`src/rtl/wg_pkg.sv`:
```
package wg_pkg;

    localparam int unsigned KIND_W = 2;
    localparam int unsigned BP_W   = 2;

    typedef enum logic [KIND_W-1:0] {
        WK_SINGLE = 2'd0,
        WK_QDATA  = 2'd1,
        WK_QADDR  = 2'd2,
        WK_STATUS = 2'd3
    } wr_kind_e;

    typedef enum logic [BP_W-1:0] {
        RG_NONE    = 2'd0,
        RG_QUARTER = 2'd1,
        RG_HALF    = 2'd2,
        RG_ALL     = 2'd3
    } region_e;

    typedef struct packed {
        logic            wel;
        logic [BP_W-1:0] bp;
        logic            wpen;
        logic            armed;
        logic            grant;
        logic            deny;
    } guard_st_t;

endpackage

```
`src/rtl/wg_region.sv`:
```
module wg_region
    import wg_pkg::*;
#(
    parameter int unsigned ADDR_W = 19
) (
    input  logic [BP_W-1:0]   code_i,
    input  logic [ADDR_W-1:0] addr_i,
    output logic              prot_o
);
    localparam int unsigned TOP = ADDR_W - 1;

    logic upper_half;
    logic upper_quarter;

    // The top address bits select the half or the quarter of the array.
    assign upper_half    = addr_i[TOP];
    assign upper_quarter = addr_i[TOP] & addr_i[TOP-1];

    always_comb begin
        unique case (region_e'(code_i))
            RG_NONE:    prot_o = 1'b0;
            RG_QUARTER: prot_o = upper_quarter;
            RG_HALF:    prot_o = upper_half;
            default:    prot_o = 1'b1;
        endcase
    end
endmodule

```
`src/rtl/wg_decide.sv`:
```
module wg_decide
    import wg_pkg::*;
(
    input  logic              kind_status_i,
    input  logic              wel_i,
    input  logic              wpen_i,
    input  logic              pin_i,
    input  logic              prot_i,
    output logic              ok_o
);
    logic status_ok;
    logic array_ok;

    // A status write depends on the pin only when protect-enable is set.
    assign status_ok = !wpen_i || pin_i;
    // An array write depends only on the region check.
    assign array_ok  = !prot_i;

    always_comb begin
        if (!wel_i) begin
            ok_o = 1'b0;
        end else if (kind_status_i) begin
            ok_o = status_ok;
        end else begin
            ok_o = array_ok;
        end
    end
endmodule

```
`src/rtl/spi_wr_guard.sv`:
```
module spi_wr_guard
    import wg_pkg::*;
#(
    parameter int unsigned ADDR_W = 19
) (
    input  logic              clk_i,
    input  logic              rst_ni,
    input  logic              wel_set_i,
    input  logic              wel_clr_i,
    input  logic              wr_done_i,
    input  logic              req_i,
    input  logic [1:0]        req_kind_i,
    input  logic [ADDR_W-1:0] req_addr_i,
    input  logic              wp_pin_i,
    input  logic [1:0]        sr_bp_i,
    input  logic              sr_wpen_i,
    output logic              grant_o,
    output logic              deny_o,
    output logic              wel_o,
    output logic [1:0]        bp_o,
    output logic              wpen_o
);
    guard_st_t st_d, st_q;

    logic is_status;
    logic prot;
    logic ok;

    assign is_status = (wr_kind_e'(req_kind_i) == WK_STATUS);

    wg_region #(.ADDR_W(ADDR_W)) u_region (
        .code_i (st_q.bp),
        .addr_i (req_addr_i),
        .prot_o (prot)
    );

    wg_decide u_decide (
        .kind_status_i (is_status),
        .wel_i         (st_q.wel),
        .wpen_i        (st_q.wpen),
        .pin_i         (wp_pin_i),
        .prot_i        (prot),
        .ok_o          (ok)
    );

    always_comb begin
        logic granted;
        st_d    = st_q;
        granted = req_i && ok;

        st_d.grant = granted;
        st_d.deny  = req_i && !ok;

        if (granted && is_status) begin
            st_d.bp   = sr_bp_i;
            st_d.wpen = sr_wpen_i;
        end

        // The latch is armed by any grant. It is disarmed when the command completes or the latch is cleared.
        st_d.armed = (st_q.armed && !wr_done_i && !wel_clr_i) || granted;

        if (wel_clr_i || (wr_done_i && st_q.armed)) begin
            st_d.wel = 1'b0;
        end else if (wel_set_i) begin
            st_d.wel = 1'b1;
        end
    end

    always_ff @(posedge clk_i) begin
        if (!rst_ni) begin
            st_q <= '0;
        end else begin
            st_q <= st_d;
        end
    end

    assign grant_o = st_q.grant;
    assign deny_o  = st_q.deny;
    assign wel_o   = st_q.wel;
    assign bp_o    = st_q.bp;
    assign wpen_o  = st_q.wpen;

    a_r10_one_answer: assert property (@(posedge clk_i) disable iff (!rst_ni)
        req_i |=> (grant_o ^ deny_o));
    a_r10_quiet: assert property (@(posedge clk_i) disable iff (!rst_ni)
        !req_i |=> (!grant_o && !deny_o));
    a_r3_latch_low_denies: assert property (@(posedge clk_i) disable iff (!rst_ni)
        (req_i && !wel_o) |=> deny_o);
    a_r4_full_region_denies: assert property (@(posedge clk_i) disable iff (!rst_ni)
        (req_i && !is_status && bp_o == 2'd3) |=> deny_o);
    a_r6_pin_low_denies: assert property (@(posedge clk_i) disable iff (!rst_ni)
        (req_i && is_status && wpen_o && !wp_pin_i) |=> deny_o);
    a_r2_clear_wins: assert property (@(posedge clk_i) disable iff (!rst_ni)
        wel_clr_i |=> !wel_o);
    a_r2_set_takes: assert property (@(posedge clk_i) disable iff (!rst_ni)
        (wel_set_i && !wel_clr_i && !wr_done_i) |=> wel_o);
    a_r7_bits_hold: assert property (@(posedge clk_i) disable iff (!rst_ni)
        !(req_i && is_status) |=> ($stable(bp_o) && $stable(wpen_o)));
endmodule

```
`config.mk`:
```
export PLATFORM = sky130hd
export DESIGN_NAME = spi_wr_guard
export DESIGN_NICKNAME = d
export VERILOG_FILES = /design/src/rtl/wg_pkg.sv /design/src/rtl/wg_region.sv /design/src/rtl/wg_decide.sv /design/src/rtl/spi_wr_guard.sv
export SDC_FILE = /design/constraint.sdc
export NUM_CORES = 1
export LEC_CHECK = 0
export BUFFER_PORTS_ARGS = -buffer_cell sky130_fd_sc_hd__buf_2
export CORE_AREA = 8 8 45 47
export CTS_CLUSTER_SIZE = 8
export DETAILED_ROUTE_END_ITERATION = 7
export DIE_AREA = 0 0 53 55
export PLACE_DENSITY = 0.63
export SYNTH_ARGS = -nofsm -noshare
export SYNTH_HDL_FRONTEND = slang
export SYNTH_HIERARCHICAL = 1
export SYNTH_SLANG_ARGS = --single-unit
```
`constraint.sdc`:
```
create_clock -name clk_i -period 3.1 [get_ports clk_i]
set_clock_uncertainty 0.2 [all_clocks]
set_input_delay 0.62 -clock clk_i [delete_from_list [all_inputs] [get_ports clk_i]]
set_output_delay 0.62 -clock clk_i [all_outputs]
set_load 0.02 [all_outputs]
```
# --- Yosys cells after proc, flatten, opt, wreduce, memory -nomap -nowiden ---
# Index checks and enable logic that the tools add are counted.
word_totals:
  elab_cells: 30
  output_inout_bits: 6
  inputBits: 31
  regBits: 7
op_classes:
  n_mux: 3
  bitwise_logic: 2
  n_eq_ne: 3
  reduce_logical: 16
ops:
  columns: ["cell", "n"]
  rows:
  - ["$logic_and A1 B1 Y1", 6]
  - ["$logic_not A1 Y1", 5]
  - ["$eq A2 B2 Y1 const B", 2]
  - ["$logic_or A1 B1 Y1", 3]
  - ["$pmux W1 S3", 1]
  - ["$eq A2 B1 Y1 const B", 1]
  - ["$logic_not A2 Y1", 1]
  - ["$mux W1", 2]
  - ["$reduce_or A2 Y1", 1]
  - ["$and A1 B1 Y1", 1]
  - ["$not A1 Y1", 1]

# --- Longest topological paths before layout ---
# Gate-level depths: netlist of run 1.
depth:
  word_depth: 7
  depth_mapped: 6
  mapped_depth_nobuf: 6

# --- Hierarchy ---
# The synthesis of run 1 kept the hierarchy.
modules_own_cells:
  columns: ["module", "area_per_inst_um2", "cells_each", "seq_area_each_um2", "n_inst"]
  rows:
  - ["spi_wr_guard", 291.5, 29, 140.1, 1]
  - ["wg_decide", 20.0, 3, 0.0, 1]
  - ["wg_region", 13.8, 3, 0.0, 1]

# --- Least setup slack after synthesis of run 1 ---
# Ideal clock, no wire load.
synth_timing:
  path_type: "input port to flip-flop"
  from: "input port req_kind_i[0]"
  to: "register st_q[2] (netlist bit)"
  slack_ps: 1341
  path_stages: 5
  n_path_buf: 0
  arrival_time_ps: 1439
  setup_time_ps: 120
  required_ps: 2780
  path_cell_list: "and2_1 nand2b_1 and3_1 and3_4 or2_1"
synth_via:
  elab_chain_cells: 5
synth_lines:
  columns: ["item", "line_no", "source"]
  rows:
  - ["from (decl)", "spi_wr_guard.sv:12", "input logic [1:0] req_kind_i,"]
  - ["$eq A2 B2 Y1", "spi_wr_guard.sv:29", "assign is_status = (wr_kind_e'(req_kind_i) == WK_STATUS);"]
  - ["$mux W1", "wg_decide.sv:22", "end else if (kind_status_i) begin"]
  - ["$mux W1", "wg_decide.sv:20", "if (!wel_i) begin"]
  - ["via ok", "spi_wr_guard.sv:27", "logic ok;"]
  - ["$logic_and A1 B1 Y1", "spi_wr_guard.sv:49", "granted = req_i && ok;"]
  - ["$logic_or A1 B1 Y1", "spi_wr_guard.sv:60", "st_d.armed = (st_q.armed && !wr_done_i && !wel_clr_i) || granted;"]
  - ["to (signal assigned)", "spi_wr_guard.sv:73", "st_q <= st_d;"]
  - ["to (decl)", "spi_wr_guard.sv:23", "guard_st_t st_d, st_q;"]
# The timed path passes the listed nets, and every way through them passes these cells.
# A chain may end at the register's enable or synchronous reset.

# --- Worst setup path in the final report of run 1 ---
layout_timing:
  from: "input port req_kind_i[0]"
  to: "register st_q[2] (netlist bit)"
layout_via:
  elab_chain_cells: 5
layout_lines:
  columns: ["item", "line_no", "source"]
  rows:
  - ["$eq A2 B2 Y1", "spi_wr_guard.sv:29", null]
  - ["via is_status", "spi_wr_guard.sv:25", "logic is_status;"]
  - ["$mux W1", "wg_decide.sv:22", null]
  - ["$mux W1", "wg_decide.sv:20", null]
  - ["via ok", "spi_wr_guard.sv:27", null]
  - ["$logic_and A1 B1 Y1", "spi_wr_guard.sv:49", null]
  - ["$logic_or A1 B1 Y1", "spi_wr_guard.sv:60", null]
# The timed path passes the listed nets, and every way through them passes these cells.

==> run metrics, run 1 <==
GRT Resource Usage Total=0.0563; setup_tns=0 ps; worst-margin pin slew=241 ps; clock tree buffer depth=2; TritonCTS Sinks=7; H-tree depth=1; VDD IR max=0.130 mV; Rows=14; clock root buffer master=clkbuf_4; initial antenna violation count=0; via count=304; RSZ-0062 raised after global routing=no; Max-Cap Viols=0; drt first-iter violations=6; Final Hold Violating Endpoints=0; Pwr Density=452 nW/um2; TritonCTS clock tree=yes; Ports=37; final wirelength=748 um; Min Hold Slack=252 ps; Worst-Skew Late Latency=250 ps; hold_buf cts=0; GR peak layer=met2; drt first pass iters=4; Final Wtd Congestion=0.620; Worst Hold Class=flop to flop; Seq/Total Area, Yosys=0.431; FF+latch count, synth=7; CP peak stage delay=210 ps; # fillers=151; fmax=606 MHz; CTS-repair resized insts=0; critical path buffer and inverter count=1; CORE AREA=1380 um2; area delta synth->final=35.4%; Vias/cell=4.28; GR Util met3=0.0348; initial core utilization=0.235; crit end category=flop; Unique masters post-synth=18; grt ovf=0; Worst setup SP type=input pin; number of global-route vias before repair=291; syn_nets=66; Critical Path RT=3040 ps; critical path type=input pin to flop; CP max-delay cell=or2_1; layout cells sized above 1=0.436; Worst path top cell family by delay=simple AND/OR/NAND/NOR gates; largest net degree at the start of global routing=11; Pleak=0.241 nW; final core occ=0.318; GR Util met2=0.0781; Post-Synthesis Cells=35; GR met1 Demand/Resource=0.0487; CP cell instances=buf_2 > and2_1 > nand2b_1 > and3_1 > and3_4 > or2_1; total power draw=0.199 mW; remaining routing DRC violations=0; Die Y=55 um; post-DR wirelength/cell=10.5 um; status=finished, final reports clean; crit share post-route=0.533; Setup-failing EPs final=0; synthesized cell area=325 um2; Die Wd=53 um; CTS Buf Count=3; synthesis warning total=6; Post-CTS Setup Bufs=0; clock-pin slew on the worst setup and hold paths=50 ps; maximum fanout along the worst path=3; Final nets=87; Max-slew headroom=0.839; max-slew violations=0; Post-DRT Antenna Nets=0; total die area=2920 um2; Avg Synthesized Cell Area=9.29 um2; Ant. Diodes=0; Port-buffer cells=19; first-pass GRT wire length=1130 um; min cycle time layout=1650 ps; Worst Path Arrival=1590 ps
[synth_stat cells]
master     count  area share
and2_1         1       0.019
and4bb_1       1       0.038
mux2i_1        3       0.092
nor2_1         2       0.023
nand2_1        8       0.092
nand4_1        1       0.019
dfxtp_1        7        0.43
nand3_1        1       0.015
or2_1          1       0.019
and3_1         1       0.019
and3_4         1       0.035
o21ai_1        1       0.015
nand2b_1       1       0.019
buf_4          2       0.046
a2111oi_2      1       0.046
inv_1          1       0.012
nand3b_1       1       0.023
buf_6          1       0.035
[path summary, 6_finish.rpt]
check,from,to,slack (ps),cells after the start
setup reg to reg,bp_o[0]$_SDFFE_PN0P_,bp_o[0]$_SDFFE_PN0P_,1590,6
hold / removal,st_q[2]$_SDFF_PN0_,wel_o$_SDFFE_PP0P_,250,1
setup / recovery,req_kind_i[0],st_q[2]$_SDFF_PN0_,1450,6
hold reg to reg,st_q[2]$_SDFF_PN0_,wel_o$_SDFFE_PP0P_,250,1
[power by group]
| group | leakage (nW) | internal [mW] | switching (mW) |
|---|---|---|---|
| registers | 0.0569 | 0.0923 | 0.00102 |
| logic | 0.169 | 0.0109 | 0.0108 |
| clock network | 0.0150 | 0.0492 | 0.0350 |
| total | 0.241 | 0.152 | 0.0468 |
[metal layers]
metal / wire, um / part of all wire / vias to the layer above
met5: 0 / 0 / -
met1: 285 / 0.38 / 136
li1: - / - / 155
met4: 19 / 0.025 / 0
met3: 80 / 0.11 / 2
met2: 362 / 0.48 / 11
[per-stage QoR]
step,instances,area (um2),setup slack [ps]
floorplan,35,325,1340
global placement,67,414,1200
detailed placement,67,414,1190
CTS,71,440,1460
global route,71,440,1400
finish,71,440,1450
[placed cells by master (no fill, tap or decap), drive strengths merged, types with 2 or more instances in the layout]
cell	count
buf	19
nand2	8
dfxtp	7
clkbuf	4
mux2i	3
nor2	2
and3	2
[registers in the layout, summed over array words and instances (netlist names)]
register  count
deny_o        1
grant_o       1
wpen_o        1
bp_o          2
wel_o         1
st_q          1
[cell type report]
class | instances | area, um2 | share of cell area
well taps | 16 | 20.0 | 0.0455
multi-input cells | 24 | 155 | 0.352
repair buffers | 19 | 95.1 | 0.216
clock buffers | 4 | 26.3 | 0.0597
inverters | 1 | 3.75 | 0.00852
flip-flops and latches | 7 | 140 | 0.318
[logic make-up after synthesis]
logic type	count (synthesis)	share of synthesized area
mux	3	0.0923
compound gates	2	0.0615
flops	7	0.431
buf+inv	4	0.0923
simple gates	19	0.323
Note: power is estimated with default switching activity, not from simulation.
==> run 2, diff against run 1 <==
- PLACE_DENSITY: 0.63 -> 0.66
- clock period: 3.1 -> 1.36 ns (I/O delays scaled with it)
==> run metrics, run 2 (synthesized netlist as in run 1, its figures left out) <==
remaining routing DRC violations=0; Ant. Diodes=0; layout cells sized above 1=0.500; area delta synth->final=46.9%; clock-pin slew on the worst setup and hold paths=50 ps; clock tree buffer depth=2; Port-buffer cells=19; Worst Path Arrival=1370 ps; worst-margin pin slew=266 ps; Pleak=0.256 nW; commonest non-fill, non-tap cell in the layout=buf_2; Worst-Skew Late Latency=250 ps; Worst setup SP type=flop; Register Area=141 um2; # fillers=153; setup slack after layout=-85.9 ps; critical path type=flop to flop; Final Hold Violating Endpoints=0; VDD IR max=0.470 mV; launch point of the worst path=bp_o[0]$_SDFFE_PN0P_; crit share post-route=1.06; Post-CTS Setup Bufs=0; GRT Resource Usage Total=0.0547; post-route insts no fill=74; setup_tns=-261 ps; FF-to-FF path depth=6; H-tree depth=1; CTS Buf Count=3; most frequent cells in the layout=18 x buf_2, 8 x nand2_1, 6 x dfxtp_1; TritonCTS Sinks=7; drt first pass iters=2; Pwr Density=942 nW/um2; hold-critical path depth=2; Ports=37; number of global-route vias before repair=323; HP Start=wr_done_i; Vias/cell=4.30; RSZ-0062 raised after global routing=yes; fmax=692 MHz; max-slew violations=0; Setup-failing EPs final=4; Critical Path RT=1290 ps; Final nets=90; initial core utilization=0.235; clock root buffer master=clkbuf_4; worst r2r src=bp_o[0]$_SDFFE_PN0P_; status=finished with violations; FF-to-FF setup slack=-90 ps; total power draw=0.450 mW; max reg flops=2; Max-Cap Viols=0; Final Wtd Congestion=0.766; post-DR wirelength/cell=11.8 um; initial antenna violation count=0; Post-DRT Antenna Nets=0; Die Y=55 um; Rows=14; hpwl dp=719 um; crit end category=flop; via count=318; first-pass GRT wire length=1160 um; final wirelength=872 um; largest net degree at the start of global routing=11; total die area=2920 um2; maximum fanout along the worst path=3; grt ovf=0; Die Wd=53 um; violated checks=setup timing; RR Endpoint=bp_o[0]$_SDFFE_PN0P_; Placed Instances=69; TritonCTS clock tree=yes; hold-critical path endpoint=wel_o$_SDFFE_PP0P_; drt first-iter violations=4; Worst Hold Class=input pin to flop; Max-slew headroom=0.822; Multi-input gate area=164 um2; min cycle time layout=1450 ps; CORE AREA=1380 um2
[run 2: where the power goes]
group / internal [mW] / total, mW / switching [mW]
clock: 0.112 / 0.183 / 0.0710
sequential: 0.211 / 0.213 / 0.00247
combinational: 0.0285 / 0.0544 / 0.0259
total: 0.351 / 0.450 / 0.0994
[run 2: repair_timing]
action                     4_1_cts  5_1_grt
pin swaps                        1        1
hold buffers                     0        1
hold endpoints to repair         0        1
cloned                           0        0
gates resized for setup          1        2
setup endpoints to repair        4        4
[run 2: worst max path at each step]
stage | slack (ps) | depth (start not counted) | end
after global placement | -150 | 7 | bp_o[1]$_SDFFE_PN0P_
after detailed placement | -170 | 7 | wpen_o$_SDFFE_PN0P_
after CTS | -90 | 6 | bp_o[0]$_SDFFE_PN0P_
after global routing | -160 | 6 | bp_o[0]$_SDFFE_PN0P_
after floorplan | 2 | 5 | st_q[2]$_SDFF_PN0_
final | -90 | 6 | bp_o[0]$_SDFFE_PN0P_
[run 2: final cells by class]
class | instances | share of cell area
multi-input combinational | 24 | 0.343
inverter | 1 | 0.00785
sequential | 7 | 0.296
timing repair buffer | 22 | 0.257
clock buffer | 4 | 0.0550
tap | 16 | 0.0419
[run 2: worst max-delay path, stage by stage, from the launching register on]
cell and delay [ps]:
dfxtp_2 320, o21ai_2 100, nand2_1 70, nand2b_1 80
and3_4 190, nand4_1 190, mux2i_1 170
[run 2: through the flow]
stage                     hold WS [ps]   util  area, um2  setup WS, ps
after CTS                         1.09  0.334        462         -93.4
after floorplan                    150      -        330          1.61
after global placement             248  0.314        434          -155
after detailed placement           265  0.314        434          -171
after global routing              21.5  0.345        478          -156
final                             29.1  0.345        478         -85.9
[run 2: layer usage]
metal	up-vias	routed length, um	GRT usage
met1	137	297	0.0457
met4	0	40	0.0474
met2	13	475	0.0918
met3	4	58	0.0321
li1	164	-	-
met5	-	0	0
==> run 3, diff against run 2 <==
- ABC_AREA: not set -> 1
==> run metrics, run 3 <==
status=finished with violations; violated checks=setup timing; Vias/cell=3.97; post-DR wirelength/cell=9.86 um; Max-Cap Viols=0; hpwl dp=662 um; TritonCTS Sinks=7; share of the synthesized area in the top cell type=0.429; Post-synth EDFFs=0; FF-to-FF setup slack=-90 ps; total die area=2920 um2; Ant. Diodes=0; H-tree depth=1; cell taking the most area after synthesis=dfxtp_1; Worst Setup EP=st_q[2]$_SDFF_PN0_; Setup-failing EPs final=5; Seq/Total Area, Yosys=0.429; Ports=37; area delta synth->final=56.7%; Port-buffer cells=19; Final Wtd Congestion=0.746; FF+latch count, synth=7; Min Hold Slack=55.9 ps; final wirelength=887 um; largest net degree at the start of global routing=7; first-pass GRT wire length=1260 um; Post-synth top flop=dfxtp_1; Post-DRT Antenna Nets=0; CORE AREA=1380 um2; clock root buffer master=clkbuf_4; Avg Synthesized Cell Area=6.66 um2; CP peak stage delay=330 ps; synthesized cell area=327 um2; Final Hold Violating Endpoints=0; VDD IR max=0.344 mV; critical path type=flop to flop; total power draw=0.470 mW; maximum fanout along the worst path=4; count leader, synth=nand2_1; most frequent cells in the layout=19 x buf_2, 14 x nand2_1, 9 x nor2_1, 7 x inv_1, 6 x dfxtp_1; ranking of synthesized cells by area=dfxtp_1 43%, nand2_1 17%, nor2_1 13%; grt ovf=0; worst r2r src=bp_o[0]$_SDFFE_PN0P_; crit share post-route=1.06; CP max-delay cell=dfxtp_2; CTS Buf Count=3; fmax=691 MHz; Pwr Density=919 nW/um2; syn_nets=80; Final nets=106; final core occ=0.370; RSZ-0062 raised after global routing=yes; max-slew violations=0; Worst-Skew Late Latency=250 ps; GRT Resource Usage Total=0.0597; CP most frequent cell=nand2_1; layout cells sized above 1=0.473; Die Y=55 um; launch point of the worst path=bp_o[0]$_SDFFE_PN0P_; clock-pin slew on the worst setup and hold paths=50 ps; max reg flops=2; CP cell instances=o21ai_1 > nand2_1 > nand2_1 > nand2_1 > nor2_2 > nand2_2 > buf_4 > buf_6 > o22ai_2; Post-Synthesis Cells=49; crit end category=flop; Die Wd=53 um; FF-to-FF path depth=9; commonest non-fill, non-tap cell in the layout=buf_2; drt first pass iters=2; min cycle time layout=1450 ps; Register Area=141 um2; # fillers=150; drt first-iter violations=5; worst-margin pin slew=139 ps; Critical Path RT=1340 ps; Multi-input gate area=165 um2; Worst setup SP type=flop; share of synthesized flip-flops with an asynchronous set or reset=0; remaining routing DRC violations=0; Worst Hold Class=input pin to flop; RR Endpoint=st_q[2]$_SDFF_PN0_; via count=357; Worst Path Arrival=1430 ps; initial antenna violation count=0; Unique masters post-synth=12; Max-slew headroom=0.907; Pleak=0.276 nW; setup slack after layout=-87.1 ps; top cells by count, synth=15 x nand2_1, 11 x nor2_1, 7 x dfxtp_1, 7 x inv_1, 2 x buf_4; synthesis warning total=6; number of global-route vias before repair=333; TritonCTS clock tree=yes; Rows=14; clock tree buffer depth=2; initial core utilization=0.236
-- run 3: cells by family after synthesis --
| logic type | Yosys count | synth area share |
|---|---|---|
| AO/OA/AOI/OAI | 2 | 0.0345 |
| buffers and inverters | 10 | 0.138 |
| AND/OR/NAND/NOR | 30 | 0.398 |
| flip-flops | 7 | 0.429 |
-- run 3: how the worst min path moves through the flow --
stage	startpoint	endpoint	slack, ps	cells past startpoint
floorplan	rst_ni	bp_o[0]$_SDFFE_PN0P_	180	2
detailed placement	st_q[2]$_SDFF_PN0_	st_q[2]$_SDFF_PN0_	270	2
CTS	req_i	deny_o$_SDFF_PN0_	50	3
global placement	st_q[2]$_SDFF_PN0_	st_q[2]$_SDFF_PN0_	270	2
finish	req_i	deny_o$_SDFF_PN0_	60	3
global route	req_i	deny_o$_SDFF_PN0_	40	3
-- run 3: where the power goes --
group	switching, mW	internal (mW)
sequential	0.00267	0.211
combinational	0.0343	0.0327
clock	0.0774	0.112
-- run 3: area by class of cell --
| class | instances | share of cell area |
|---|---|---|
| inverters | 8 | 0.0587 |
| repair buffers | 23 | 0.252 |
| clock buffers | 4 | 0.0513 |
| multi-input cells | 32 | 0.323 |
| well taps | 16 | 0.0391 |
| flip-flops and latches | 7 | 0.276 |
-- run 3: metal layers --
layer / vias up / part of all wire / wire length, um / track usage
li1: 194 / - / - / -
met1: 152 / 0.41 / 361 / 0.0597
met2: 11 / 0.49 / 432 / 0.0859
met3: 0 / 0.10 / 92 / 0.0214
met4: 0 / 0 / 0 / 0.0776
met5: - / 0 / 0 / 0
-- run 3: what timing repair did --
item / CTS / global route
gates resized for setup: 2 / 4
buffers inserted: 0 / 1
hold buffers: 0 / 0
setup endpoints to repair: 4 / 5
pin swaps: 5 / 3
-- run 3: stage by stage --
| step | worst slack, ps | std cells | cell area, um2 | setup TNS [ps] |
|---|---|---|---|---|
| 2_1_floorplan | -35.6 | 49 | 333 | -103 |
| 3_3_place_gp | -186 | 85 | 455 | -637 |
| 3_5_place_dp | -188 | 85 | 455 | -693 |
| 4_1_cts | -87.9 | 89 | 487 | -275 |
| 5_1_grt | -168 | 90 | 512 | -742 |
| 6_report | -87.1 | 90 | 512 | -321 |
-- run 3: worst max-delay path, delay by kind of cell, from the launching register on --
kind | cells | cell delay (ps)
buffers and inverters | 2 | 250
and+or+nand+nor | 5 | 370
AOI/OAI and AO/OA | 2 | 230
DFF | 1 | 330
